==> src/rtl/bp_pkg.sv <==
package bp_pkg;

    typedef enum logic {
        BR_NOT_TAKEN = 1'b0,
        BR_TAKEN     = 1'b1
    } br_dir_e;

    typedef enum logic [1:0] {
        CTR_HOLD = 2'd0,
        CTR_UP   = 2'd1,
        CTR_DOWN = 2'd2
    } ctr_act_e;

    function automatic ctr_act_e ctr_action(input logic valid, input br_dir_e dir);
        if (!valid)
            return CTR_HOLD;
        return (dir == BR_TAKEN) ? CTR_UP : CTR_DOWN;
    endfunction

    function automatic br_dir_e to_dir(input logic bit_in);
        return bit_in ? BR_TAKEN : BR_NOT_TAKEN;
    endfunction

endpackage

==> src/rtl/bp_history_reg.sv <==
module bp_history_reg
    import bp_pkg::*;
#(
    parameter int HIST_W = 2
) (
    input  logic              clk,
    input  logic              rst,
    input  logic              shift_en,
    input  br_dir_e           shift_in,
    output logic [HIST_W-1:0] hist_q
);

    logic [HIST_W-1:0] hist_d;

    generate
        if (HIST_W == 1) begin : g_single
            always_comb hist_d = shift_in;
        end else begin : g_multi
            always_comb hist_d = {hist_q[HIST_W-2:0], shift_in};
        end
    endgenerate

    always_ff @(posedge clk) begin
        if (rst)
            hist_q <= '0;
        else if (shift_en)
            hist_q <= hist_d;
    end

    assert_shift_lsb_R2: assert property (@(posedge clk) disable iff (rst)
        shift_en |=> hist_q[0] == logic'($past(shift_in)));

    assert_hold_R10: assert property (@(posedge clk) disable iff (rst)
        !shift_en |=> $stable(hist_q));

    generate
        if (HIST_W > 1) begin : g_age_chk
            assert_shift_age_R2: assert property (@(posedge clk) disable iff (rst)
                shift_en |=> hist_q[HIST_W-1:1] == $past(hist_q[HIST_W-2:0]));
        end
    endgenerate

endmodule

==> src/rtl/bp_index_gen.sv <==
module bp_index_gen #(
    parameter int PC_W       = 32,
    parameter int PC_LSB     = 2,
    parameter int IDX_ADDR_W = 8,
    parameter int HIST_W     = 2,
    localparam int IDX_W     = IDX_ADDR_W + HIST_W
) (
    input  logic [PC_W-1:0]   pc,
    input  logic [HIST_W-1:0] hist,
    output logic [IDX_W-1:0]  idx
);

    logic [IDX_ADDR_W-1:0] row;

    always_comb begin
        row = pc[PC_LSB +: IDX_ADDR_W];
        idx = {row, hist};
    end

endmodule

==> src/rtl/bp_counter_table.sv <==
module bp_counter_table
    import bp_pkg::*;
#(
    parameter int IDX_W = 10,
    parameter int CTR_W = 2,
    localparam int DEPTH = 1 << IDX_W
) (
    input  logic             clk,
    input  logic             rst,
    input  logic [IDX_W-1:0] rd_idx,
    output logic [CTR_W-1:0] rd_ctr,
    input  ctr_act_e         wr_act,
    input  logic [IDX_W-1:0] wr_idx
);

    localparam logic [CTR_W-1:0] CTR_MAX  = {CTR_W{1'b1}};
    localparam logic [CTR_W-1:0] CTR_INIT = CTR_W'((2 ** (CTR_W - 1)) - 1);

    logic [CTR_W-1:0] ctr_mem [DEPTH];
    logic [CTR_W-1:0] wr_cur;
    logic [CTR_W-1:0] wr_nxt;

    always_comb begin
        rd_ctr = ctr_mem[rd_idx];
        wr_cur = ctr_mem[wr_idx];
        unique case (wr_act)
            CTR_UP:   wr_nxt = (wr_cur == CTR_MAX) ? wr_cur : wr_cur + CTR_W'(1);
            CTR_DOWN: wr_nxt = (wr_cur == '0)      ? wr_cur : wr_cur - CTR_W'(1);
            default:  wr_nxt = wr_cur;
        endcase
    end

    always_ff @(posedge clk) begin
        if (rst) begin
            for (int i = 0; i < DEPTH; i++)
                ctr_mem[i] <= CTR_INIT;
        end else if (wr_act != CTR_HOLD) begin
            ctr_mem[wr_idx] <= wr_nxt;
        end
    end

    assert_inc_R4: assert property (@(posedge clk) disable iff (rst)
        (wr_act == CTR_UP && wr_cur != CTR_MAX)
        |=> ctr_mem[$past(wr_idx)] == $past(wr_cur) + CTR_W'(1));

    assert_sat_hi_R4: assert property (@(posedge clk) disable iff (rst)
        (wr_act == CTR_UP && wr_cur == CTR_MAX)
        |=> ctr_mem[$past(wr_idx)] == CTR_MAX);

    assert_dec_R5: assert property (@(posedge clk) disable iff (rst)
        (wr_act == CTR_DOWN && wr_cur != '0)
        |=> ctr_mem[$past(wr_idx)] == $past(wr_cur) - CTR_W'(1));

    assert_sat_lo_R5: assert property (@(posedge clk) disable iff (rst)
        (wr_act == CTR_DOWN && wr_cur == '0)
        |=> ctr_mem[$past(wr_idx)] == '0);

endmodule

==> src/rtl/corr_bpred.sv <==
module corr_bpred
    import bp_pkg::*;
#(
    parameter int PC_W       = 32,
    parameter int PC_LSB     = 2,
    parameter int IDX_ADDR_W = 8,
    parameter int HIST_W     = 2,
    parameter int CTR_W      = 2
) (
    input  logic              clk,
    input  logic              rst,
    input  logic [PC_W-1:0]   pred_pc,
    output logic              pred_taken,
    output logic [HIST_W-1:0] pred_hist,
    input  logic              upd_valid,
    input  logic [PC_W-1:0]   upd_pc,
    input  logic [HIST_W-1:0] upd_hist,
    input  logic              upd_taken
);

    localparam int IDX_W = IDX_ADDR_W + HIST_W;

    logic [HIST_W-1:0] ghist;
    logic [IDX_W-1:0]  pred_idx;
    logic [IDX_W-1:0]  upd_idx;
    logic [CTR_W-1:0]  pred_ctr;
    br_dir_e           upd_dir;
    ctr_act_e          upd_act;

    always_comb begin
        upd_dir = to_dir(upd_taken);
        upd_act = ctr_action(upd_valid, upd_dir);
    end

    bp_history_reg #(.HIST_W(HIST_W)) u_hist (
        .clk      (clk),
        .rst      (rst),
        .shift_en (upd_valid),
        .shift_in (upd_dir),
        .hist_q   (ghist)
    );

    bp_index_gen #(
        .PC_W(PC_W), .PC_LSB(PC_LSB), .IDX_ADDR_W(IDX_ADDR_W), .HIST_W(HIST_W)
    ) u_pred_idx (
        .pc   (pred_pc),
        .hist (ghist),
        .idx  (pred_idx)
    );

    bp_index_gen #(
        .PC_W(PC_W), .PC_LSB(PC_LSB), .IDX_ADDR_W(IDX_ADDR_W), .HIST_W(HIST_W)
    ) u_upd_idx (
        .pc   (upd_pc),
        .hist (upd_hist),
        .idx  (upd_idx)
    );

    bp_counter_table #(.IDX_W(IDX_W), .CTR_W(CTR_W)) u_table (
        .clk    (clk),
        .rst    (rst),
        .rd_idx (pred_idx),
        .rd_ctr (pred_ctr),
        .wr_act (upd_act),
        .wr_idx (upd_idx)
    );

    always_comb begin
        pred_taken = pred_ctr[CTR_W-1];
        pred_hist  = ghist;
    end

endmodule

==> config.mk <==
export PLATFORM = sky130hd
export DESIGN_NAME = corr_bpred
export DESIGN_NICKNAME = d
export VERILOG_FILES = /design/src/rtl/bp_pkg.sv /design/src/rtl/bp_history_reg.sv /design/src/rtl/bp_index_gen.sv /design/src/rtl/bp_counter_table.sv /design/src/rtl/corr_bpred.sv
export SDC_FILE = /design/constraint.sdc
export NUM_CORES = 2
export LEC_CHECK = 0
export BUFFER_PORTS_ARGS = -buffer_cell sky130_fd_sc_hd__buf_2
export CELL_PAD_IN_SITES_DETAIL_PLACEMENT = 1
export CELL_PAD_IN_SITES_GLOBAL_PLACEMENT = 1
export CORE_AREA = 2 2 552 691
export DETAILED_ROUTE_END_ITERATION = 10
export DIE_AREA = 0 0 554 693
export PLACE_DENSITY_LB_ADDON = 0.3
export SLEW_MARGIN = 10
export SYNTH_ARGS = -nofsm -noshare
export SYNTH_HDL_FRONTEND = slang
export SYNTH_SLANG_ARGS = --single-unit
==> constraint.sdc <==
create_clock -name clk -period 3.9 [get_ports clk]
set_input_delay 0.39 -clock clk [delete_from_list [all_inputs] [get_ports clk]]
set_output_delay 0.39 -clock clk [all_outputs]
set_load 0.01 [all_outputs]
==> reports/qor.yml <==
run_status:
  status: "finished with violations"
  violations: "negative setup slack"
timing:
  worst_pin_slew_ns: 1.07
  max_freq_ghz: 0.205
  setup_violations: 945
  maxSlewHeadroom: 0.285
  post-route-period-util: 1.25
  drv_slew: 0
  fin_skew_ns: 0.0902
  fin_setup_tns_ns: -82.92
  setup_ws_ns: -0.979
  hold_viol: 0
  min_period_ns: 4.88
  rsz0062_at_grt: "yes"
drt:
  antenna_left: 0
  wirelength_mm: 492
  drt_iter0_drc: 8578
  routedWlPerCell_um: 33.0
  dr.pass1.iters: 6
  vias: 87300
  via_per_inst: 5.85
  drc: 0
place:
  io_buffer_count: 24
  place_hpwl_mm: 317
  place_congestion: 0.881
  place_ws_ns: -1.71
final_layout:
  area_delta_synth_final_pct: 22.3
  finalNetCount: 9853
  drive_gt1_frac: 0.254
  n_fill_cell: 39800
floorplan:
  dieArea_um2: 384000
  start_util: 0.298
  dieWidth_um: 554
  num_io_pins: 73
  die_y_um: 693
  rows: 253
  core-area_um2: 378000
synthesis:
  synth_edf_count: 2048
  synth_fa_ha_area_frac: 0.0000998
  synthesis.instances: 9568
  synthMuxAreaShare: 0.158
  yosys_warnings: 0
  yosys.area_share.simple: 0.158
  ys_ff_latch: 2050
  syn_avg_cell_area_um2: 11.8
  ys_types: 57
  synth-seq-area-share: 0.545
  synth_nets: 9638
  async_flop_share: 0
  synth_area_um2: 113000
  synth_top_family_by_area: "multiplexers"
  synthFlopType: "edfxtp_1"
  synth_compound_area_frac: 0.0848
  synth_xor_area_frac: 0
pwr:
  p_leak_nw: 45.1
  powerDensity_nw_per_um2: 410
  irDropWorstVdd_mv: 0.413
clock_tree:
  clock_sinks: 2050
  clk_latency_ns: 0.98
  clk_pin_slew_ns: 0.06
  cts_buffer_depth: 4
  tritoncts: "yes"
  htreeDepth: 4
  root_buffer: "clkbuf_16"
  numCtsBuffers: 219
global_route:
  globalRouteTotalUtil: 0.242
  grt_pass1_wl_mm: 674
  grt_pass1_vias: 90200
  grt_overflow: 0
  grt_max_degree: 210
  antenna_found_initial: 18
worst_setup_path:
  slowest_delay_ns: 0.55
  r2r_cells: 16
  worstSetupPathType: "reg -> out"
  cp_cell_sequence: "buf_12, buf_16, buf_12, mux4_2, mux4_2, mux4_2, buf_12, a22oi_2, nand2_1, a211oi_2, a21oi_4, buf_6"
  cp_max_fo: 7
  critPathLaunchType: "flop"
  r2r-start: "u_table.ctr_mem[763][1]"
  r2r_setup_slack_ns: -0.13
  cp-end-kind: "output pin"
  critPathRequiredTime_ns: 3.51
  cp_slowest_cell: "mux4_2"
  crit_start: "u_hist.hist_q[0]"
  cp.arrival_ns: 4.49
min_path:
  hold-path-cell-count: 2
  worstHoldStart: "rst"
  hold_path.class: "in -> reg"
run:
  drv_cap: 0
-- layer usage --
layer	track usage	share of wire	wire length (µm)	up-vias
met1	0.291	0.38	185000	46100
met5	0	0.000085	42	-
met4	0.142	0.068	33400	6
met2	0.417	0.49	243000	3674
li1	-	-	-	36400
met3	0.0294	0.062	30700	1100
-- state kept, by name, summed over array words and instances (netlist names) --
signal,count
u_table.ctr_mem,2048
u_hist.hist_q,2
-- worst max-delay path: cells and delay by family, from the launching register on --
kind	cells	cell delay, ns
AO/OA/AOI/OAI	3	0.57
buffers and inverters	5	0.81
flip-flops	1	0.39
multiplexers	3	1.62
AND/OR/NAND/NOR	1	0.10
-- through the flow --
| stage | hold slack (ns) | total power (W) | instance area, µm² | cells | util |
|---|---|---|---|---|---|
| 6_report | 0.0557 | 0.0566 | 138000 | 14900 | 0.365 |
| 4_1_cts | 0.00854 | 0.0549 | 134000 | 14800 | 0.353 |
| 3_5_place_dp | 0.846 | 0.0339 | 126000 | 14400 | 0.332 |
| 3_3_place_gp | 0.822 | 0.0338 | 126000 | 14400 | 0.332 |
| 5_1_grt | 0.0631 | 0.0577 | 138000 | 14900 | 0.365 |
| 2_1_floorplan | 0.537 | 0.0300 | 113000 | 9568 | - |
-- synth_stat cells, types with 3 or more instances --
master     count  area share
a31o_2         4     0.00031
and3_1         3     0.00017
buf_6         38      0.0038
clkbuf_1     553       0.018
nor2b_1        9     0.00050
o21bai_1      13     0.00086
o21ai_0        6     0.00027
nand4bb_1      6     0.00060
a31oi_1       10     0.00055
o21ai_1       11     0.00049
o22ai_1      422       0.023
mux4_2       344       0.069
nand4b_4       4     0.00084
or2_2         23      0.0013
o2111ai_1     36      0.0028
a22oi_1       15      0.0010
or4b_1         5     0.00044
a21oi_1      932       0.041
edfxtp_1    2048        0.54
or3_1          6     0.00033
a2111oi_1      3     0.00027
buf_1         72      0.0024
buf_4        180       0.012
a21o_1        61      0.0041
nand2_1      973       0.032
nand2b_1     937       0.052
inv_1          5     0.00017
nor3_1        17     0.00075
mux2i_1     1010       0.090
buf_8         19      0.0025
nand3_2      200       0.018
buf_2        319       0.014
nor2_1       164      0.0055
o22a_1        35      0.0027
nand3_1      820       0.036
a211oi_1      74      0.0049
a21boi_0      20      0.0013
o31ai_1        5     0.00033
nand4_1       12     0.00067
nand3b_1       3     0.00020
nor4_1       128      0.0071
-- timing repair --
item | in CTS | in global routing
gates cloned | 12 | 87
setup buffers | 25 | 29
hold endpoints to repair | 2 | 0
gates resized for setup | 86 | 437
hold buffers | 2 | 0
pin swaps | 17 | 43
setup endpoints to repair | 2049 | 1850
-- cells by family after synthesis --
family	Yosys count
and+or+nand+nor	3323
DFF	2050
AOI/OAI and AO/OA	1650
muxes	1356
buffers and inverters	1188
adders and majority gates	1
-- power by group --
part           internal (W)  leakage [nW]  switching [W]  total (W)
Sequential           0.0247          18.4       0.000287     0.0249
Combinational       0.00439          23.4        0.00636     0.0108
Clock                0.0114          3.28        0.00945     0.0209
Total                0.0405          45.1         0.0161     0.0566
-- cells in the final DEF, fill, tap and decap left out, types with 17 or more instances in the layout --
| master | synthesis | routed |
|---|---|---|
| buf_2 | 319 | 19 |
| clkbuf_16 | 0 | 297 |
| a211oi_1 | 74 | 73 |
| or2_2 | 23 | 23 |
| buf_12 | 2 | 320 |
| nor4_2 | 1 | 31 |
| a21o_1 | 61 | 60 |
| buf_6 | 38 | 34 |
| o22a_1 | 35 | 35 |
| clkinv_1 | 0 | 54 |
| nand3_1 | 820 | 547 |
| a21oi_1 | 932 | 928 |
| mux4_2 | 344 | 344 |
| buf_4 | 180 | 655 |
| o22ai_1 | 422 | 414 |
| nor2_4 | 0 | 62 |
| nor4_1 | 128 | 93 |
| clkbuf_1 | 553 | 38 |
| mux2i_2 | 0 | 26 |
| nand2_1 | 973 | 968 |
| bufinv_16 | 0 | 17 |
| buf_8 | 19 | 18 |
| nor2_1 | 164 | 103 |
| mux2i_1 | 1010 | 983 |
| a21boi_0 | 20 | 20 |
| clkinv_2 | 0 | 38 |
| o2111ai_1 | 36 | 27 |
| buf_16 | 0 | 45 |
| nand3_2 | 200 | 468 |
| edfxtp_1 | 2048 | 2048 |
| nand2b_1 | 937 | 934 |
-- area by class of cell --
type / count / area, µm² / share of cell area
diodes: 3 / 7.51 / 0.0000544
well taps: 4972 / 6220 / 0.0451
clock inverters: 123 / 1040 / 0.00754
inverters: 5 / 18.8 / 0.000136
repair buffers: 1177 / 15500 / 0.112
multi-input cells: 6330 / 48000 / 0.348
clock buffers: 259 / 5670 / 0.0411
flip-flops and latches: 2050 / 61500 / 0.446
-- worst paths after layout --
kind	to
setup / recovery	pred_taken
hold / removal	u_table.ctr_mem[205][1]
setup reg to reg	u_table.ctr_mem[833][0]
hold reg to reg	u_hist.hist_q[0]
Note: power is estimated with default switching activity, not from simulation.
